$ cat src/rtl/rxm_pkg.sv
package rxm_pkg;
  localparam int unsigned CODE_W = 4;
  localparam logic [CODE_W-1:0] CODE_INACTIVE = 4'b0000;
  localparam logic [CODE_W-1:0] CODE_EMPTY    = 4'b0100;

  typedef enum logic {ST_IDLE, ST_SCAN} scan_state_e;
endpackage

$ cat src/rtl/rxm_visit.sv
module rxm_visit
  import rxm_pkg::*;
#(
  parameter int unsigned N_MB  = 16,
  parameter int unsigned ID_W  = 11,
  parameter int unsigned CNT_W = $clog2(N_MB)
) (
  input  logic [CNT_W-1:0]       cnt_i,
  input  logic [ID_W-1:0]        rx_id_i,
  input  logic [N_MB*ID_W-1:0]   mb_id_i,
  input  logic [N_MB*CODE_W-1:0] mb_code_i,
  input  logic [N_MB-1:0]        mb_active_i,
  input  logic [N_MB-1:0]        dead_i,
  output logic                   hit_free_o,
  output logic                   hit_full_o
);
  logic [ID_W-1:0]   cur_id;
  logic [CODE_W-1:0] cur_code;
  logic              eligible;

  always_comb begin
    cur_id   = mb_id_i[cnt_i*ID_W +: ID_W];
    cur_code = mb_code_i[cnt_i*CODE_W +: CODE_W];
    eligible = mb_active_i[cnt_i] && !dead_i[cnt_i] &&
               (cur_code != CODE_INACTIVE) && (cur_id == rx_id_i);
    hit_free_o = eligible && (cur_code == CODE_EMPTY);
    hit_full_o = eligible && (cur_code != CODE_EMPTY);
  end
endmodule

$ cat src/rtl/rxm_cand.sv
module rxm_cand #(
  parameter int unsigned N_MB  = 16,
  parameter int unsigned CNT_W = $clog2(N_MB)
) (
  input  logic             clk_i,
  input  logic             rst_ni,
  input  logic             clear_i,
  input  logic             scan_i,
  input  logic [N_MB-1:0]  deact_i,
  input  logic             take_i,
  input  logic [CNT_W-1:0] take_idx_i,
  output logic             valid_q_o,
  output logic [CNT_W-1:0] idx_q_o,
  output logic             valid_d_o,
  output logic [CNT_W-1:0] idx_d_o
);
  logic             valid_q;
  logic [CNT_W-1:0] idx_q;
  logic             keep;

  // current pick survives unless struck by deactivation this cycle
  always_comb begin
    keep      = valid_q && !(scan_i && deact_i[idx_q]);
    valid_d_o = keep;
    idx_d_o   = idx_q;
    if (scan_i && !keep && take_i) begin
      valid_d_o = 1'b1;
      idx_d_o   = take_idx_i;
    end
  end

  always_ff @(posedge clk_i or negedge rst_ni) begin
    if (!rst_ni) begin
      valid_q <= 1'b0;
      idx_q   <= '0;
    end else if (clear_i) begin
      valid_q <= 1'b0;
      idx_q   <= '0;
    end else if (scan_i) begin
      valid_q <= valid_d_o;
      idx_q   <= idx_d_o;
    end
  end

  assign valid_q_o = valid_q;
  assign idx_q_o   = idx_q;

  // a struck pick is never kept
  a_r9_struck_dropped: assert property (@(posedge clk_i) disable iff (!rst_ni)
    (scan_i && !clear_i && valid_q && deact_i[idx_q]) |=>
      (!valid_q || idx_q != $past(idx_q)));

  // an unstruck pick is never displaced by a later visit
  a_r5_keep_lowest: assert property (@(posedge clk_i) disable iff (!rst_ni)
    (scan_i && !clear_i && valid_q && !deact_i[idx_q]) |=>
      (valid_q && idx_q == $past(idx_q)));
endmodule

$ cat src/rtl/rxm_scanner.sv
module rxm_scanner
  import rxm_pkg::*;
#(
  parameter int unsigned N_MB  = 16,
  parameter int unsigned ID_W  = 11,
  parameter int unsigned CNT_W = $clog2(N_MB)
) (
  input  logic                   clk_i,
  input  logic                   rst_ni,
  input  logic                   start_i,
  input  logic [ID_W-1:0]        rx_id_i,
  input  logic [N_MB*ID_W-1:0]   mb_id_i,
  input  logic [N_MB*CODE_W-1:0] mb_code_i,
  input  logic [N_MB-1:0]        mb_active_i,
  input  logic [N_MB-1:0]        deact_i,
  output logic                   done_o,
  output logic                   found_o,
  output logic                   lost_o,
  output logic [CNT_W-1:0]       idx_o
);
  localparam logic [CNT_W-1:0] LAST_IDX = CNT_W'(N_MB - 1);

  scan_state_e      state_q;
  logic [CNT_W-1:0] cnt_q;
  logic [ID_W-1:0]  rx_id_q;
  logic [N_MB-1:0]  dead_q;
  logic             done_q, found_q, lost_q;
  logic [CNT_W-1:0] idx_q;

  logic scan, last, go;
  logic hit_free, hit_full;
  logic fr_v_q, fr_v_d, fl_v_q, fl_v_d;
  logic [CNT_W-1:0] fr_i_q, fr_i_d, fl_i_q, fl_i_d;

  assign scan = (state_q == ST_SCAN);
  assign last = (cnt_q == LAST_IDX);
  assign go   = (state_q == ST_IDLE) && start_i;

  rxm_visit #(.N_MB(N_MB), .ID_W(ID_W), .CNT_W(CNT_W)) u_visit (
    .cnt_i       (cnt_q),
    .rx_id_i     (rx_id_q),
    .mb_id_i     (mb_id_i),
    .mb_code_i   (mb_code_i),
    .mb_active_i (mb_active_i),
    .dead_i      (dead_q | deact_i),
    .hit_free_o  (hit_free),
    .hit_full_o  (hit_full)
  );

  rxm_cand #(.N_MB(N_MB), .CNT_W(CNT_W)) u_cand_free (
    .clk_i, .rst_ni,
    .clear_i    (go),
    .scan_i     (scan),
    .deact_i    (deact_i),
    .take_i     (hit_free),
    .take_idx_i (cnt_q),
    .valid_q_o  (fr_v_q),
    .idx_q_o    (fr_i_q),
    .valid_d_o  (fr_v_d),
    .idx_d_o    (fr_i_d)
  );

  rxm_cand #(.N_MB(N_MB), .CNT_W(CNT_W)) u_cand_full (
    .clk_i, .rst_ni,
    .clear_i    (go),
    .scan_i     (scan),
    .deact_i    (deact_i),
    .take_i     (hit_full),
    .take_idx_i (cnt_q),
    .valid_q_o  (fl_v_q),
    .idx_q_o    (fl_i_q),
    .valid_d_o  (fl_v_d),
    .idx_d_o    (fl_i_d)
  );

  always_ff @(posedge clk_i or negedge rst_ni) begin
    if (!rst_ni) begin
      state_q <= ST_IDLE;
      cnt_q   <= '0;
      rx_id_q <= '0;
      dead_q  <= '0;
      done_q  <= 1'b0;
      found_q <= 1'b0;
      lost_q  <= 1'b0;
      idx_q   <= '0;
    end else begin
      done_q  <= 1'b0;
      found_q <= 1'b0;
      lost_q  <= 1'b0;
      if (go) begin
        state_q <= ST_SCAN;
        cnt_q   <= '0;
        rx_id_q <= rx_id_i;
        dead_q  <= '0;
      end else if (scan) begin
        dead_q <= dead_q | deact_i;
        cnt_q  <= cnt_q + 1'b1;
        if (last) begin
          state_q <= ST_IDLE;
          done_q  <= 1'b1;
          found_q <= fr_v_d || fl_v_d;
          lost_q  <= !(fr_v_d || fl_v_d);
          idx_q   <= fr_v_d ? fr_i_d : fl_i_d;
        end
      end
    end
  end

  assign done_o  = done_q;
  assign found_o = found_q;
  assign lost_o  = lost_q;
  assign idx_o   = idx_q;

  a_r2_done_single: assert property (@(posedge clk_i) disable iff (!rst_ni)
    done_o |=> !done_o);

  a_r2_done_after_last: assert property (@(posedge clk_i) disable iff (!rst_ni)
    $rose(done_o) |-> $past(scan && last));

  a_r3_no_restart: assert property (@(posedge clk_i) disable iff (!rst_ni)
    (scan && !last) |=> (scan && cnt_q == $past(cnt_q) + 1'b1));

  a_r11_flags_with_done: assert property (@(posedge clk_i) disable iff (!rst_ni)
    (found_o || lost_o) |-> done_o);

  a_r11_one_outcome: assert property (@(posedge clk_i) disable iff (!rst_ni)
    done_o |-> (found_o != lost_o));

  a_r5_free_first: assert property (@(posedge clk_i) disable iff (!rst_ni)
    (scan && last && fr_v_q && !deact_i[fr_i_q]) |=> (found_o && idx_o == $past(fr_i_q)));
endmodule

$ cat config.mk
export PLATFORM = sky130hd
export DESIGN_NAME = rxm_scanner
export DESIGN_NICKNAME = d
export VERILOG_FILES = /design/src/rtl/rxm_pkg.sv /design/src/rtl/rxm_visit.sv /design/src/rtl/rxm_cand.sv /design/src/rtl/rxm_scanner.sv
export SDC_FILE = /design/constraint.sdc
export NUM_CORES = 1
export LEC_CHECK = 0
export ABC_AREA = 1
export BUFFER_PORTS_ARGS = -buffer_cell sky130_fd_sc_hd__buf_2
export CAP_MARGIN = 15
export CORE_MARGIN = 2
export CORE_UTILIZATION = 25
export CTS_CLUSTER_DIAMETER = 100
export CTS_CLUSTER_SIZE = 16
export DETAILED_ROUTE_END_ITERATION = 10
export PLACE_DENSITY = 0.62
export SETUP_SLACK_MARGIN = 0.4
export SLEW_MARGIN = 10
export SYNTH_ARGS = -nofsm -noshare
export SYNTH_HDL_FRONTEND = slang
export SYNTH_SLANG_ARGS = --single-unit
$ cat constraint.sdc
create_clock -name clk_i -period 2.28 [get_ports clk_i]
set_clock_uncertainty 0.15 [all_clocks]
set_input_delay 0.456 -clock clk_i [delete_from_list [all_inputs] [get_ports clk_i]]
set_output_delay 0.456 -clock clk_i [all_outputs]
set_load 0.05 [all_outputs]
==> results.py, run 1 <==
metrics = {
    "run_status": {
        "status": "finished, violations left",
        "violations": "negative setup slack",
    },
    "setup_path": {
        "start_kind": "flop",
        "cp_max_fo": 8,
        "endpoint_kind": "flop",
        "worstPathRequired_ns": 2.32,
        "critPathKind": "reg -> reg",
        "crit_arrival_ns": 2.70,
    },
    "synthesis": {
        "syn_area_mm2": 0.005677,
        "ys_warn_count": 0,
        "ys_seq_elements": 49,
        "synth_area_per_cell_um2": 5.335,
        "synth.net_count": 1351,
        "synthCells": 1064,
        "ys_types": 28,
        "seq_area_frac_synth": 0.2160,
    },
    "detailed_routing": {
        "totalWireLength_um": 27290,
        "dr.pass1.iters": 5,
        "vias": 8038,
        "antenna_left": 0,
        "drc_errors": 0,
        "detail_route.wl_per_cell_um": 15.96,
        "vias_per_cell": 4.701,
        "drt_iter0_markers": 500,
    },
    "pwr": {
        "p_per_area_mw_per_mm2": 1231,
        "ir_drop_mv": 0.4465,
        "p_leak_nw": 5.219,
    },
    "die": {
        "fp-row-count": 55,
        "ioPinCount": 293,
        "dieWidth_um": 154.7,
        "start_util": 0.2530,
        "coreArea_mm2": 0.02243,
        "die_area_mm2": 0.02393,
        "die-height_um": 154.7,
    },
    "grt": {
        "grt_max_degree": 37,
        "grt_use_total": 0.2149,
        "antenna_found_initial": 4,
        "gr-total-overflow": 0,
        "grt_first_pass_wirelength_um": 40590,
        "grt_pass1_vias": 7655,
    },
    "layout": {
        "fillers": 2423,
        "fin_cells": 1710,
        "final_common_cell": "nand2_1",
        "layout_common_cells": "nand2_1 (369), buf_2 (292), inv_1 (175)",
        "drive_above_1_share": 0.3702,
        "postLayoutCellArea_mm2": 0.009071,
        "layout.nets": 1707,
        "syn_to_final_growth_pct": 59.80,
    },
    "place": {
        "placement.cell_area_mm2": 0.008149,
        "hpwl_um": 21720,
        "port_buffers": 292,
        "placed_cells": 1686,
        "gp_congestion": 0.9108,
    },
    "timing": {
        "fin_crit_ns": 2.661,
        "hold_viol": 0,
        "max-slew-margin-rel": 0.6821,
        "timing.fmax_mhz": 375.8,
        "fin_ws_ns": -0.3813,
        "drv_slew": 0,
        "worst_slew_pin_slew_ns": 0.4768,
        "finalSetupViolations": 16,
        "fin_crit_sh": 1.167,
        "rsz0062_at_grt": "true",
    },
    "clock_tree": {
        "root_buffer": "clkbuf_16",
        "cts_htree_levels": 2,
        "cts_buffers": 5,
        "clock_latency_ns": 0.30,
        "cts.sinks": 49,
        "clk_pin_slew_ns": 0.07,
        "cts_tree": "built",
        "clockBufferDepth": 2,
    },
    "job": {
        "maxCapViolCount": 0,
    },
    "worst_hold_path": {
        "hp-class": "in -> reg",
    },
}
[stage by stage]
stage	util	setup TNS [ns]	total power, mW	worst slack, ns	hold slack [ns]
3_3_place_gp	0.3632	-4.699	8.955	-0.4191	0.2899
2_1_floorplan	-	0	6.000	0.07888	0.01041
4_1_cts	0.3840	-3.832	10.36	-0.3248	0.2194
5_1_grt	0.4042	-6.980	12.09	-0.5396	0.2426
3_5_place_dp	0.3632	-4.965	8.988	-0.3944	0.2877
6_report	0.4044	-4.702	11.17	-0.3813	0.2182
[cells by family after synthesis]
family	after synthesis	synth area share
adder cells (fa/ha/maj)	1	0.002204
buffers and inverters	237	0.1781
flip-flops	49	0.2160
AO/OA/AOI/OAI	87	0.08331
AND/OR/NAND/NOR	690	0.5204
[per-layer routing]
layer  track usage  up-vias  routed length, um
met3       0.02522       53               1693
met4       0.07363        0                912
met1        0.2758     3628              11800
li1              -     4014                  -
met5             0        -                  0
met2        0.3737      343              12880
[final cells by class]
| type | instances | area, um2 | share of cell area |
|---|---|---|---|
| Inverter | 181 | 696.9 | 0.07683 |
| Sequential cell | 49 | 1231 | 0.1357 |
| Antenna cell | 4 | 10.01 | 0.001103 |
| Tap cell | 285 | 356.6 | 0.03931 |
| Clock buffer | 5 | 125.1 | 0.01379 |
| Clock inverter | 3 | 28.78 | 0.003172 |
| Timing Repair Buffer | 405 | 2728 | 0.3007 |
| Multi-Input combinational cell | 778 | 3895 | 0.4294 |
[report_power, final]
part / total, mW / switching [mW] / internal [mW]
combinational: 8.82 / 5.06 / 3.76
sequential: 1.54 / 0.313 / 1.23
clock: 0.804 / 0.382 / 0.422
[worst paths after layout]
kind	start	to	slack, ns	depth (start not counted)
max	cnt_q[0]$_DFFE_PN0P_	idx_o[2]$_DFFE_PN0P_	-0.38	18
min	rx_id_i[8]	rx_id_q[8]$_DFFE_PN0P_	0.22	3
max reg2reg	cnt_q[0]$_DFFE_PN0P_	idx_o[2]$_DFFE_PN0P_	-0.38	18
min reg2reg	dead_q[10]$_DFFE_PN0P_	dead_q[10]$_DFFE_PN0P_	0.34	2
max in group asynchronous	rst_ni	rx_id_q[1]$_DFFE_PN0P_	0.82	3
min in group asynchronous	rst_ni	dead_q[0]$_DFFE_PN0P_	0.50	2
[synth_stat cells]
cell,number,share of area
a21oi_1,19,0.017
buf_1,5,0.0033
buf_2,19,0.017
buf_4,11,0.015
buf_6,6,0.012
buf_8,1,0.0026
clkbuf_1,14,0.0093
dfrtp_1,49,0.22
ha_1,1,0.0022
inv_1,176,0.12
inv_2,5,0.0033
nand2_1,402,0.27
nand2_2,1,0.0011
nand3_1,182,0.16
nand3_2,3,0.0053
nand3b_1,6,0.0079
nand4_1,17,0.019
nor2_1,72,0.048
nor2_2,1,0.0011
nor2_4,4,0.0079
nor2_8,1,0.0035
nor3_1,1,0.00088
o211ai_1,4,0.0053
o21a_1,1,0.0013
o21ai_0,52,0.046
o21ai_1,1,0.00088
o21bai_1,1,0.0013
o31ai_1,9,0.012
[repair_timing]
item	CTS	global route
gates cloned	1	6
gates resized for setup	63	73
setup endpoints to repair	18	19
hold endpoints to repair	16	0
setup buffers	1	3
hold buffers	1	0
pin swaps	15	58
[worst max-delay path, cell delays in order (launching register included)]
cell and delay, ns:
dfrtp_4 0.57, inv_8 0.11, buf_12 0.13, nand2_2 0.06
buf_4 0.14, o21a_1 0.16, nand3_1 0.06, nand3_1 0.08
nand2_1 0.11, inv_1 0.06, nand2_2 0.09, buf_4 0.12
nand2_2 0.06, nor2_4 0.18, nand3_4 0.14, nand2_4 0.11
nand3_2 0.08, nand3_2 0.08, nand2_1 0.05
[sequential cells by signal, indices dropped and copies added, names as in the netlist]
| register | count |
|---|---|
| u_cand_free.idx_q_o | 4 |
| rx_id_q | 11 |
| lost_o | 1 |
| dead_q | 16 |
| u_cand_free.valid_q_o | 1 |
| u_cand_full.idx_q_o | 4 |
| idx_o | 4 |
| found_o | 1 |
| cnt_q | 4 |
| u_cand_full.valid_q_o | 1 |
| scan | 1 |
| done_o | 1 |
No activity file was read; power rests on OpenSTA's default activity.
==> inputs of run 2 (changes only) <==
--- a/config.mk
+++ b/config.mk
@@ -8,12 +8,14 @@
 export ABC_AREA = 1
 export BUFFER_PORTS_ARGS = -buffer_cell sky130_fd_sc_hd__buf_2
 export CAP_MARGIN = 15
+export CELL_PAD_IN_SITES_DETAIL_PLACEMENT = 1
+export CELL_PAD_IN_SITES_GLOBAL_PLACEMENT = 2
 export CORE_MARGIN = 2
-export CORE_UTILIZATION = 25
+export CORE_UTILIZATION = 19
 export CTS_CLUSTER_DIAMETER = 100
 export CTS_CLUSTER_SIZE = 16
 export DETAILED_ROUTE_END_ITERATION = 10
-export PLACE_DENSITY = 0.62
+export PLACE_DENSITY = 0.89
 export SETUP_SLACK_MARGIN = 0.4
 export SLEW_MARGIN = 10
 export SYNTH_ARGS = -nofsm -noshare
==> results.py, run 2 (synthesis results as in run 1) <==
metrics = {
    "run_status": {
        "status": "finished, violations left",
        "violations": "negative setup slack",
    },
    "setup_path": {
        "critPathKind": "reg -> reg",
        "crit_arrival_ns": 2.73,
        "r2r_end": "idx_o[3]$_DFFE_PN0P_",
        "start_kind": "flop",
        "cp_max_fo": 17,
        "rrSetupSlack_ns": -0.41,
        "endpoint_kind": "flop",
        "worst_r2r_path_depth": 16,
        "r2r_start": "cnt_q[0]$_DFFE_PN0P_",
        "worstPathRequired_ns": 2.32,
    },
    "detailed_routing": {
        "totalWireLength_um": 31600,
        "antenna_left": 0,
        "drt_iter0_markers": 321,
        "dr.pass1.iters": 5,
        "vias": 8101,
        "vias_per_cell": 4.538,
        "drc_errors": 0,
        "detail_route.wl_per_cell_um": 17.71,
    },
    "pwr": {
        "p_sw_mw": 5.875,
        "p_per_area_mw_per_mm2": 1239,
        "p_leak_nw": 5.040,
        "p_int_mw": 5.050,
        "ir_drop_mv": 0.5182,
        "seq_power_share": 0.143,
        "power.share.clock": 0.084,
        "p_total_mw": 10.92,
        "power_frac_comb": 0.773,
        "swShare": 0.5378,
    },
    "layout": {
        "seqCellArea_mm2": 0.001232,
        "final_util": 0.2983,
        "largest_reg_flops": 16,
        "reg.largest.list": "dead_q: 16 flops, rx_id_q: 11 flops",
        "multi_input_area_mm2": 0.003770,
        "syn_to_final_growth_pct": 55.32,
        "fillers": 3939,
        "final_common_cell": "nand2_1",
        "layout_common_cells": "nand2_1 (370), buf_2 (292), inv_1 (175)",
        "layout.nets": 1678,
        "drive_above_1_share": 0.3441,
        "regMostFlops": "dead_q",
    },
    "clock_tree": {
        "cts.sinks": 49,
        "clockBufferDepth": 2,
        "clock_latency_ns": 0.30,
        "cts_tree": "built",
        "cts_buffers": 5,
        "cts_htree_levels": 2,
        "clk_pin_slew_ns": 0.08,
        "root_buffer": "clkbuf_16",
        "cts_hold_buf": 0,
    },
    "timing": {
        "drv_slew": 0,
        "worst_slew_pin_slew_ns": 0.6612,
        "rsz0062_at_grt": "true",
        "fin_crit_ns": 2.688,
        "timing.fmax_mhz": 372.0,
        "fin_crit_sh": 1.179,
        "max-slew-margin-rel": 0.5592,
        "fin_ws_ns": -0.4083,
        "finalSetupViolations": 16,
        "hold_viol": 0,
    },
    "grt": {
        "grt_pass1_vias": 8370,
        "gr-total-overflow": 0,
        "grt_max_degree": 46,
        "antenna_found_initial": 4,
        "grt_first_pass_wirelength_um": 47020,
        "grt_use_total": 0.1964,
    },
    "die": {
        "start_util": 0.1920,
        "die_area_mm2": 0.03128,
        "fp-row-count": 63,
        "die-height_um": 176.9,
        "ioPinCount": 293,
        "dieWidth_um": 176.9,
        "coreArea_mm2": 0.02956,
    },
    "place": {
        "port_buffers": 292,
        "gp_congestion": 0.8722,
        "hpwl_um": 25150,
    },
    "job": {
        "maxCapViolCount": 0,
    },
    "worst_hold_path": {
        "hp-class": "in -> async",
    },
}
## run 2: changes by cell type in the layout (fill, tap and decap cells not counted), moves of 3 or more
cell | before | now
buf_12 | 21 | 16
buf_4 | 75 | 56
buf_6 | 10 | 5
inv_4 | 4 | 0
nand2_2 | 27 | 30
nand2_4 | 6 | 3
nand3_1 | 138 | 152
nand3_2 | 44 | 30
o21ai_0 | 49 | 52
## run 2: area by class of cell
cell class | count | area share
Timing Repair Buffer | 376 | 0.2769
Antenna cell | 3 | 0.0008514
Multi-Input combinational cell | 778 | 0.4276
Clock inverter | 2 | 0.004257
Inverter | 181 | 0.07961
Tap cell | 390 | 0.05534
Sequential cell | 49 | 0.1398
Clock buffer | 6 | 0.01575
## run 2: worst max path at each step
stage	from	end	slack [ns]	depth (start not counted)
after floorplan	cnt_q[0]$_DFFE_PN0P_	idx_o[2]$_DFFE_PN0P_	0.08	18
after global placement	cnt_q[0]$_DFFE_PN0P_	idx_o[3]$_DFFE_PN0P_	-0.44	17
after detailed placement	cnt_q[0]$_DFFE_PN0P_	idx_o[2]$_DFFE_PN0P_	-0.49	18
after CTS	cnt_q[0]$_DFFE_PN0P_	idx_o[2]$_DFFE_PN0P_	-0.39	17
after global routing	cnt_q[0]$_DFFE_PN0P_	idx_o[3]$_DFFE_PN0P_	-0.57	18
final	cnt_q[0]$_DFFE_PN0P_	idx_o[3]$_DFFE_PN0P_	-0.41	16
## run 2: per-stage QoR
step           TNS (ns)  std cells  area, um2  setup WS, ns  hold WS, ns
6_report         -5.189       1785       8817       -0.4083      0.01544
3_3_place_gp     -5.412       1763       8010       -0.4375       0.3155
3_5_place_dp     -6.485       1763       8010       -0.4924       0.3246
4_1_cts          -4.257       1776       8534       -0.3877      0.01802
2_1_floorplan         0       1064       5704       0.07888      0.01041
5_1_grt          -7.364       1784       8815       -0.5687      0.04162
## run 2: power by group through the flow
| stage | Sequential (mW) | Combinational [mW] | Clock (mW) |
|---|---|---|---|
| 5_1_grt | 1.62 | 9.30 | 0.960 |
| 3_5_place_dp | 1.53 | 7.20 | 0 |
| 3_3_place_gp | 1.51 | 7.06 | 0 |
| 4_1_cts | 1.55 | 7.95 | 0.937 |
| 2_1_floorplan | 1.52 | 4.48 | 0 |
| 6_report | 1.56 | 8.45 | 0.918 |
## run 2: what timing repair did
action,in CTS,in global routing
gates resized for setup,56,49
hold endpoints to repair,0,0
buffers inserted,2,3
cloned,3,3
pin swaps,11,34
setup endpoints to repair,26,18
## run 2: per-layer routing
layer | track usage | up-vias | share of wire
met5 | 0 | - | 0.00041
li1 | - | 3965 | -
met4 | 0.06061 | 2 | 0.026
met1 | 0.2417 | 3830 | 0.43
met2 | 0.3543 | 260 | 0.49
met3 | 0.02491 | 44 | 0.051
## run 2: worst max-delay path, stage by stage (launching register included)
cell,delay (ns)
dfrtp_4,0.59
buf_12,0.20
nor2_8,0.11
buf_12,0.16
nand2_1,0.07
nand4_1,0.10
nand3_1,0.11
nand3_1,0.13
nand2_1,0.06
nor2_1,0.10
nand2_1,0.09
nor2_4,0.21
nand3_2,0.11
nand2_4,0.14
nand3_1,0.09
nand3_1,0.07
nand2_1,0.06
